### config.mk
export PLATFORM = sky130hd
export DESIGN_NAME = rank_refresh_sched
export DESIGN_NICKNAME = d
export VERILOG_FILES = /design/src/rtl/refsch_pkg.sv /design/src/rtl/refsch_interval.sv /design/src/rtl/refsch_debt.sv /design/src/rtl/refsch_idle.sv /design/src/rtl/refsch_gap.sv /design/src/rtl/rank_refresh_sched.sv
export SDC_FILE = /design/constraint.sdc
export NUM_CORES = 1
export LEC_CHECK = 0
export BUFFER_PORTS_ARGS = -buffer_cell sky130_fd_sc_hd__buf_2
export CAP_MARGIN = 20
export CORE_MARGIN = 2
export CORE_UTILIZATION = 50
export CTS_CLUSTER_SIZE = 25
export DETAILED_ROUTE_END_ITERATION = 8
export PLACE_DENSITY = 0.69
export SLEW_MARGIN = 30
export SYNTH_ARGS = -nofsm -noshare
export SYNTH_HDL_FRONTEND = slang
export SYNTH_HIERARCHICAL = 1
export SYNTH_SLANG_ARGS = --single-unit
### constraint.sdc
create_clock -name clk -period 3.9 [get_ports clk]
set_input_delay 0.195 -clock clk [delete_from_list [all_inputs] [get_ports clk]]
set_output_delay 0.195 -clock clk [all_outputs]
set_load 0.01 [all_outputs]
### src/rtl/refsch_pkg.sv
package refsch_pkg;

    typedef enum logic [1:0] {
        REQ_NONE  = 2'd0,
        REQ_OPP   = 2'd1,
        REQ_HIGH  = 2'd2,
        REQ_PANIC = 2'd3
    } req_lvl_t;

    typedef enum logic {
        ST_READY = 1'b0,
        ST_BLOCK = 1'b1
    } blk_state_t;

endpackage

### src/rtl/refsch_interval.sv
// Free-running interval timer: one tick every 'period' cycles, none when period is 0.
module refsch_interval #(
    parameter int W = 16
) (
    input  logic         clk,
    input  logic         rst_n,
    input  logic [W-1:0] period,
    output logic         tick
);
    logic [W-1:0] cnt;
    logic [W:0]   cnt_inc;

    assign cnt_inc = {1'b0, cnt} + {{W{1'b0}}, 1'b1};
    assign tick    = (period != '0) && (cnt_inc == {1'b0, period});

    always_ff @(posedge clk) begin
        if (!rst_n)    cnt <= '0;
        else if (tick) cnt <= '0;
        else           cnt <= cnt_inc[W-1:0];
    end
endmodule

### src/rtl/refsch_debt.sv
// Saturating owed-refresh counter.
module refsch_debt #(
    parameter int W = 4
) (
    input  logic         clk,
    input  logic         rst_n,
    input  logic         inc,
    input  logic         dec,
    output logic [W-1:0] owed
);
    localparam logic [W-1:0] OWED_MAX = '1;

    always_ff @(posedge clk) begin
        if (!rst_n) begin
            owed <= '0;
        end else begin
            unique case ({inc, dec})
                2'b10:   if (owed != OWED_MAX) owed <= owed + 1'b1;
                2'b01:   if (owed != '0)       owed <= owed - 1'b1;
                default: owed <= owed;
            endcase
        end
    end
endmodule

### src/rtl/refsch_idle.sv
// Consecutive idle-cycle counter with threshold compare.
module refsch_idle #(
    parameter int W = 8
) (
    input  logic         clk,
    input  logic         rst_n,
    input  logic         idle,
    input  logic [W-1:0] thr,
    output logic         reached
);
    localparam logic [W-1:0] RUN_MAX = '1;
    logic [W-1:0] run;

    always_ff @(posedge clk) begin
        if (!rst_n)              run <= '0;
        else if (!idle)          run <= '0;
        else if (run != RUN_MAX) run <= run + 1'b1;
    end

    assign reached = (run >= thr);
endmodule

### src/rtl/refsch_gap.sv
// Coarse timer of GAP_UNIT-cycle units since the last refresh; flags overdue.
module refsch_gap #(
    parameter int W        = 8,
    parameter int GAP_UNIT = 1024
) (
    input  logic         clk,
    input  logic         rst_n,
    input  logic         clear,
    input  logic [W-1:0] limit,
    output logic         overdue
);
    localparam logic [W-1:0] UNITS_MAX = '1;
    logic         unit_tick;
    logic [W-1:0] units;

    generate
        if (GAP_UNIT <= 1) begin : g_no_pre
            assign unit_tick = 1'b1;
        end else begin : g_pre
            localparam int PRE_W = $clog2(GAP_UNIT);
            localparam logic [PRE_W-1:0] PRE_LAST = PRE_W'(GAP_UNIT - 1);
            logic [PRE_W-1:0] pcnt;

            assign unit_tick = (pcnt == PRE_LAST);

            always_ff @(posedge clk) begin
                if (!rst_n || clear) pcnt <= '0;
                else if (unit_tick)  pcnt <= '0;
                else                 pcnt <= pcnt + 1'b1;
            end
        end
    endgenerate

    always_ff @(posedge clk) begin
        if (!rst_n || clear)                       units <= '0;
        else if (unit_tick && units != UNITS_MAX)  units <= units + 1'b1;
    end

    assign overdue = (limit != '0) && (units >= limit);
endmodule

### src/rtl/rank_refresh_sched.sv
module rank_refresh_sched
    import refsch_pkg::*;
#(
    parameter int INTV_W   = 16,
    parameter int TRFC_W   = 9,
    parameter int IDLE_W   = 8,
    parameter int WM_W     = 4,
    parameter int GAP_W    = 8,
    parameter int GAP_UNIT = 1024
) (
    input  logic              clk,
    input  logic              rst_n,
    input  logic [INTV_W-1:0] cfg_intv,
    input  logic [TRFC_W-1:0] cfg_trfc,
    input  logic [IDLE_W-1:0] cfg_idle_thr,
    input  logic [WM_W-1:0]   cfg_hi_wm,
    input  logic [WM_W-1:0]   cfg_panic_wm,
    input  logic [GAP_W-1:0]  cfg_max_gap,
    input  logic              rank_idle,
    input  logic              ref_grant,
    output logic [1:0]        ref_req,
    output logic              rank_blocked
);
    blk_state_t        state, state_nxt;
    logic [TRFC_W-1:0] blk_tmr;
    logic              intv_tick;
    logic              idle_ok;
    logic              gap_over;
    logic [WM_W-1:0]   owed_cnt;
    logic              accept;
    logic              hi_hit, panic_hit;
    req_lvl_t          req_lvl;

    refsch_interval #(.W(INTV_W)) u_intv (
        .clk    (clk),
        .rst_n  (rst_n),
        .period (cfg_intv),
        .tick   (intv_tick)
    );

    refsch_debt #(.W(WM_W)) u_debt (
        .clk   (clk),
        .rst_n (rst_n),
        .inc   (intv_tick),
        .dec   (accept),
        .owed  (owed_cnt)
    );

    refsch_idle #(.W(IDLE_W)) u_idle (
        .clk     (clk),
        .rst_n   (rst_n),
        .idle    (rank_idle),
        .thr     (cfg_idle_thr),
        .reached (idle_ok)
    );

    refsch_gap #(.W(GAP_W), .GAP_UNIT(GAP_UNIT)) u_gap (
        .clk     (clk),
        .rst_n   (rst_n),
        .clear   (accept),
        .limit   (cfg_max_gap),
        .overdue (gap_over)
    );

    // A grant counts only while a request is shown outside the blocked window.
    assign accept    = ref_grant && (state == ST_READY) && (req_lvl != REQ_NONE);
    assign hi_hit    = (owed_cnt != '0) && (owed_cnt >= cfg_hi_wm);
    assign panic_hit = (owed_cnt != '0) && (owed_cnt >= cfg_panic_wm);

    // Next-state logic
    always_comb begin
        state_nxt = state;
        unique case (state)
            ST_READY: if (accept && cfg_trfc != '0) state_nxt = ST_BLOCK;
            ST_BLOCK: if (blk_tmr == '0)            state_nxt = ST_READY;
            default:  state_nxt = ST_READY;
        endcase
    end

    // State register and refresh-cycle countdown
    always_ff @(posedge clk) begin
        if (!rst_n) begin
            state   <= ST_READY;
            blk_tmr <= '0;
        end else begin
            state <= state_nxt;
            if (accept && cfg_trfc != '0)
                blk_tmr <= cfg_trfc - 1'b1;
            else if (state == ST_BLOCK && blk_tmr != '0)
                blk_tmr <= blk_tmr - 1'b1;
        end
    end

    // Outputs
    always_comb begin
        req_lvl      = REQ_NONE;
        rank_blocked = 1'b0;
        unique case (state)
            ST_READY: begin
                if (panic_hit || gap_over)          req_lvl = REQ_PANIC;
                else if (hi_hit)                    req_lvl = REQ_HIGH;
                else if (owed_cnt != '0 && idle_ok) req_lvl = REQ_OPP;
                else                                req_lvl = REQ_NONE;
            end
            ST_BLOCK: begin
                rank_blocked = 1'b1;
                req_lvl      = REQ_NONE;
            end
            default: begin
                req_lvl      = REQ_NONE;
                rank_blocked = 1'b0;
            end
        endcase
    end

    assign ref_req = req_lvl;
endmodule

# Yosys cells after proc, flatten, opt, wreduce, memory -nomap -nowiden
# Index checks and enable logic that the tools add are counted.
# totals
mem_count	0
rom_bits	0
ram_bits	0
ff_bits	56
inputBits	53
out_inout_bits	3
wordCells	69
latchBits	0
# op_classes
reduce_logical	26
magnitude_cmp	4
div	0
n_shift	0
n_eq_ne	9
muxes	13
multipliers	0
n_bitwise	2
n_addsub	8
# op_table
operator	n
$mux 9	2
$reduce_bool 9->1	2
$sub 9x1->9 const B	2
$add 16x1->17 const B	1
$eq 17x16->1	1
$add 8x1->8 const B	2
$ge 8x8->1	2
$ne 8x8->1 const B	2
$reduce_bool 16->1	1
$add 10x1->10 const B	1
$eq 10x10->1 const B	1
$logic_and 1x1->1	10
$logic_not 9->1	1
$ge 4x4->1	2
$mux 4	2
$pmux 4 s2	1
$reduce_bool 8->1	1
$reduce_bool 2->1	3
$add 4x1->4 const B	1
$mux 1	4
$mux 2	2
$ne 4x4->1 const B	1
$pmux 2 s2	1
$reduce_bool 4->1	1
12 further kinds	15

# Logic depth before layout (Yosys ltp)
# logic_depth
word_depth	11
ltp_mapped	21
ltp_nobuf	19

# Cells and area by module
# The synthesis kept the hierarchy.
# modules_own_cells
module	seq_area_each_um2	n_inst	cells_per_inst	area_per_inst_um2
refsch_interval	320.3	1	149	1281.2
refsch_gap	360.3	1	122	1029.7
rank_refresh_sched	200.2	1	125	980.9
refsch_idle	160.2	1	66	564.3
refsch_debt	80.1	1	35	302.8

# Worst setup path before layout
# OpenSTA, ideal clock, no wires.
# synth_path
kind	reg2reg
from	reg u_gap.units[0]
to	reg blk_tmr[6]
required_ns	3.784
path_buffers	2
arrival_ns	3.365
stages_incl_launch_ff	20
synth_period_minus_slack_ns	3.481
slack_ns	0.419
setup_time_ns	0.116
cell_sequence	dfxtp_1 -> inv_1 -> ha_1 -> nand2b_1 -> a2111oi_0 -> o211a_1 -> nor2_1 -> or2_2 -> o21ai_2 -> buf_6 -> buf_6 -> mux2i_1 -> ha_1 -> nand2_1 -> nor2_1 -> nand2_1 -> nor4_1 -> xnor2_1 -> nand2_1 -> o211a_1
# synth_via
elab_chain_cells	9
elab_cells_between_ends	10
cone_classes	1 x order compare; 3 x mux; 6 x reduce/logical
# synth_rtl
item	line	source
start, declared	refsch_gap.sv:14	logic [W-1:0] units;
start signal, assigned	refsch_gap.sv:36	else if (unit_tick && units != UNITS_MAX) units <= units + 1'b1;
$ge 8x8->1 (*)	refsch_gap.sv:39	assign overdue = (limit != '0) && (units >= limit);
$logic_and 1x1->1 (*)	refsch_gap.sv:39	
named net gap_over	rank_refresh_sched.sv:28	logic gap_over;
$logic_or 1x1->1 (*)	rank_refresh_sched.sv:100	if (panic_hit || gap_over) req_lvl = REQ_PANIC;
$mux 2 (*)	rank_refresh_sched.sv:100	
$pmux 2 s2 (*)	rank_refresh_sched.sv:98	unique case (state)
$reduce_bool 2->1 (*)	rank_refresh_sched.sv:66	assign accept = ref_grant && (state == ST_READY) && (req_lvl != REQ_NONE);
$logic_and 1x1->1 (*)	rank_refresh_sched.sv:66	
$logic_and 1x1->1 (*)	rank_refresh_sched.sv:87	if (accept && cfg_trfc != '0)
$mux 9 / $reduce_bool 2->1 (equally long branches)	n/a	
end signal, assigned	rank_refresh_sched.sv:88	blk_tmr <= cfg_trfc - 1'b1;
end signal, assigned	rank_refresh_sched.sv:90	blk_tmr <= blk_tmr - 1'b1;
end, declared	rank_refresh_sched.sv:25	logic [TRFC_W-1:0] blk_tmr;
# The timed path passes the listed nets; every way through them passes the cells marked *.
# A chain may end at the register's enable or synchronous reset.

# Worst setup path in the final report
# Same ends and word-level chain as after synthesis.

==> flow_summary.ini <==
[timing]
rsz0062_at_grt = no
setup_viol = 0
hold_viol_final = 0
worstMarginPinSlew_ns = 0.683
skew_ns = 0.0106
max_freq_mhz = 285
period_share_pct = 90.0
period_needed_ns = 3.51
drv_slew = 0
fin_tns_setup_ns = 0
slew_headroom_pct = 54.5

[clock_network]
clockRootBuffer = clkbuf_8
clockBufferDepth = 2
path_clk_slew_ns = 0.11
clkSinkCount = 56
cts_buffers = 5
clkLatencyLatePin_ns = 0.31
cts_htree_levels = 2
cts_setup_buffers = 0
cts_tree = yes
hold_buffers = 0

[setup_path]
startpoint_type = register
path_class = reg -> reg
worst-path-buf-inv = 1
crit_family = simple AND/OR/NAND/NOR gates
cp_common_cell = nand2_1
crit_required_ns = 4.12
cpPeakStageDelay_ns = 0.41
slowest_stage = dfxtp_1
critPathCaptureType = register
worstPathMaxFanout = 6
path_cells = inv_1 -> ha_1 -> nand2b_1 -> a2111oi_0 -> o211a_1 -> nor2_1 -> or2_2 -> o21ai_2 -> mux2i_1 -> ha_1 -> nand2_1 -> nor2_1 -> nand2_1 -> nor4_2 -> xnor2_1 -> nand2_1 -> o211a_1
critPathArrivalTime_ns = 3.73

[global_route]
met3_usage_pct = 3.08
grt_first_pass_wirelength_um = 15100
grt_use_met1_pct = 25.7
busiest_layer = met2
grt_max_degree = 37
grt_pass1_vias = 3432
met2_usage_pct = 37.0
grt_overflow = 0
track_usage_pct = 20.6
antenna_found_initial = 0

[job]
cap_violations = 0

[synth]
seq_area_frac_synth_pct = 27.0
ys_ff_latch = 56
netlist_area_sq_um = 4160
synth_cell_type_count = 69
synthCells = 497
synthFlopType = dfxtp_1
synth_edf_count = 0
yosysWarningCount = 6
synth_nets = 580
avgSynthCellArea_sq_um = 8.37
postSynth.asyncResetShare_pct = 0

[power]
power_leakage_nw = 2.11
finalPower_w = 0.00110
vdd_ir_drop_max_uv = 155
p_per_area_nw_per_um2 = 237

[route]
via_count = 3724
route.detailed.drc = 0
dr.pass1.iters = 4
routedWlPerCell_um = 13.7
drt_wl_total_um = 8960
ant_nets = 0
drt_iter0_drc = 114
viasPerCell = 5.69

[place]
numPortBuffers = 55
gp_congestion = 0.820
hpwl_um = 6850

[die]
die_x_um = 95.2
io_pins = 56
die_h_um = 95.2
fp-row-count = 33
dieArea_sq_um = 9060
initial_utilization_pct = 51.1
core_area_sq_um = 8130

[outcome]
run_status = complete, no violations

[finish]
final_nets = 632
drive_gt1_share_pct = 16.4
syn_to_final_growth_pct = 11.4
final_cell_mix = dfxtp_1 (55), buf_2 (55), nand2_1 (49)
antenna_cells = 0

[min_path]
hold_class = in -> reg
==> registers in the layout (all words and copies together) (netlist names) <==
name,count
u_gap/g_pre.pcnt,10
u_intv/cnt,16
state,1
u_gap/units,8
u_debt/owed,4
blk_tmr,9
u_idle/run,8
==> report_power, final <==
| part | leakage, nW | total, W | internal, W | switching, W |
|---|---|---|---|---|
| sequential | 0.453 | 0.000585 | 0.000578 | 0.00000756 |
| clock | 0.0541 | 0.000384 | 0.000190 | 0.000194 |
| combinational | 1.60 | 0.000126 | 0.0000613 | 0.0000649 |
| total | 2.11 | 0.00110 | 0.000830 | 0.000266 |
==> Yosys cell counts (6+ instances only) <==
cell / count / area [sq um]
clkbuf_1: 7 / 26.3
nor3b_1: 6 / 45.0
o31ai_1: 7 / 52.6
nand2_1: 49 / 184
o21a_1: 6 / 45.0
xor2_1: 20 / 175
nor2_1: 41 / 154
nor2b_1: 6 / 37.5
ha_1: 30 / 375
and3_1: 8 / 50.1
nand2b_1: 8 / 50.1
dfxtp_1: 56 / 1120
xnor2_1: 23 / 201
o211a_1: 10 / 100
nor4_1: 16 / 100
nor3_1: 9 / 45.0
o21ai_0: 12 / 60.1
a31oi_1: 9 / 56.3
nand4_1: 7 / 43.8
mux2i_1: 7 / 70.1
nand3_1: 24 / 120
a21oi_1: 17 / 85.1
inv_1: 32 / 120
==> cell families (layout without fill, tap and decap cells) <==
kind of cell / count (synthesis) / count (layout) / share of synthesized area (%)
buf+inv: 47 / 100 / 5.08
compound gates: 97 / 97 / 16.6
xor+xnor: 47 / 47 / 11.3
simple gates: 211 / 211 / 28.8
flops: 56 / 56 / 27.0
mux: 9 / 9 / 2.23
fa+ha+maj: 30 / 30 / 9.03
==> final cells by class <==
| class | count | area (sq um) |
|---|---|---|
| flip-flops and latches | 56 | 1120 |
| clock buffers | 5 | 68.8 |
| clock inverters | 3 | 42.5 |
| multi-input cells | 394 | 2830 |
| fillers | 758 | 3500 |
| repair buffers | 60 | 313 |
| well taps | 105 | 131 |
| inverters | 32 | 120 |
==> timing repair <==
action                                  CTS  global route
endpoints found under the setup margin    0             4
gates resized for setup                   0             3
endpoints found under the hold margin     0             0
==> worst paths after layout <==
| path | slack (ns) | cells after the start | to | from |
|---|---|---|---|---|
| worst max-delay path | 0.39 | 17 | blk_tmr[6] | u_gap/units[0] |
| worst min-delay path | 0.11 | 2 | u_intv/cnt[12] | cfg_intv[12] |
| worst max register to register | 0.39 | 17 | blk_tmr[6] | u_gap/units[0] |
| worst min register to register | 0.46 | 1 | u_gap/g_pre.pcnt[0] | u_gap/g_pre.pcnt[0] |
==> stage by stage <==
stage | setup slack (ns) | hold slack [ns] | area, sq um | instances | utilization [%]
2_1_floorplan | 0.419 | 0.282 | 4160 | 497 | -
3_3_place_gp | 0.423 | 0.432 | 4510 | 647 | 55.5
3_5_place_dp | 0.341 | 0.429 | 4510 | 647 | 55.5
4_1_cts | 0.340 | 0.0962 | 4620 | 655 | 56.8
5_1_grt | 0.0806 | 0.113 | 4630 | 655 | 56.9
6_report | 0.391 | 0.112 | 4630 | 655 | 56.9
==> routing by layer <==
layer | vias to the layer above | share of wire, % | routed length [um]
met5 | - | 0 | 0
met4 | 0 | 1.3 | 118
met3 | 10 | 3.0 | 268
met2 | 68 | 48 | 4320
met1 | 1728 | 47 | 4250
li1 | 1918 | - | -
No activity file was read; power rests on OpenSTA's default activity.
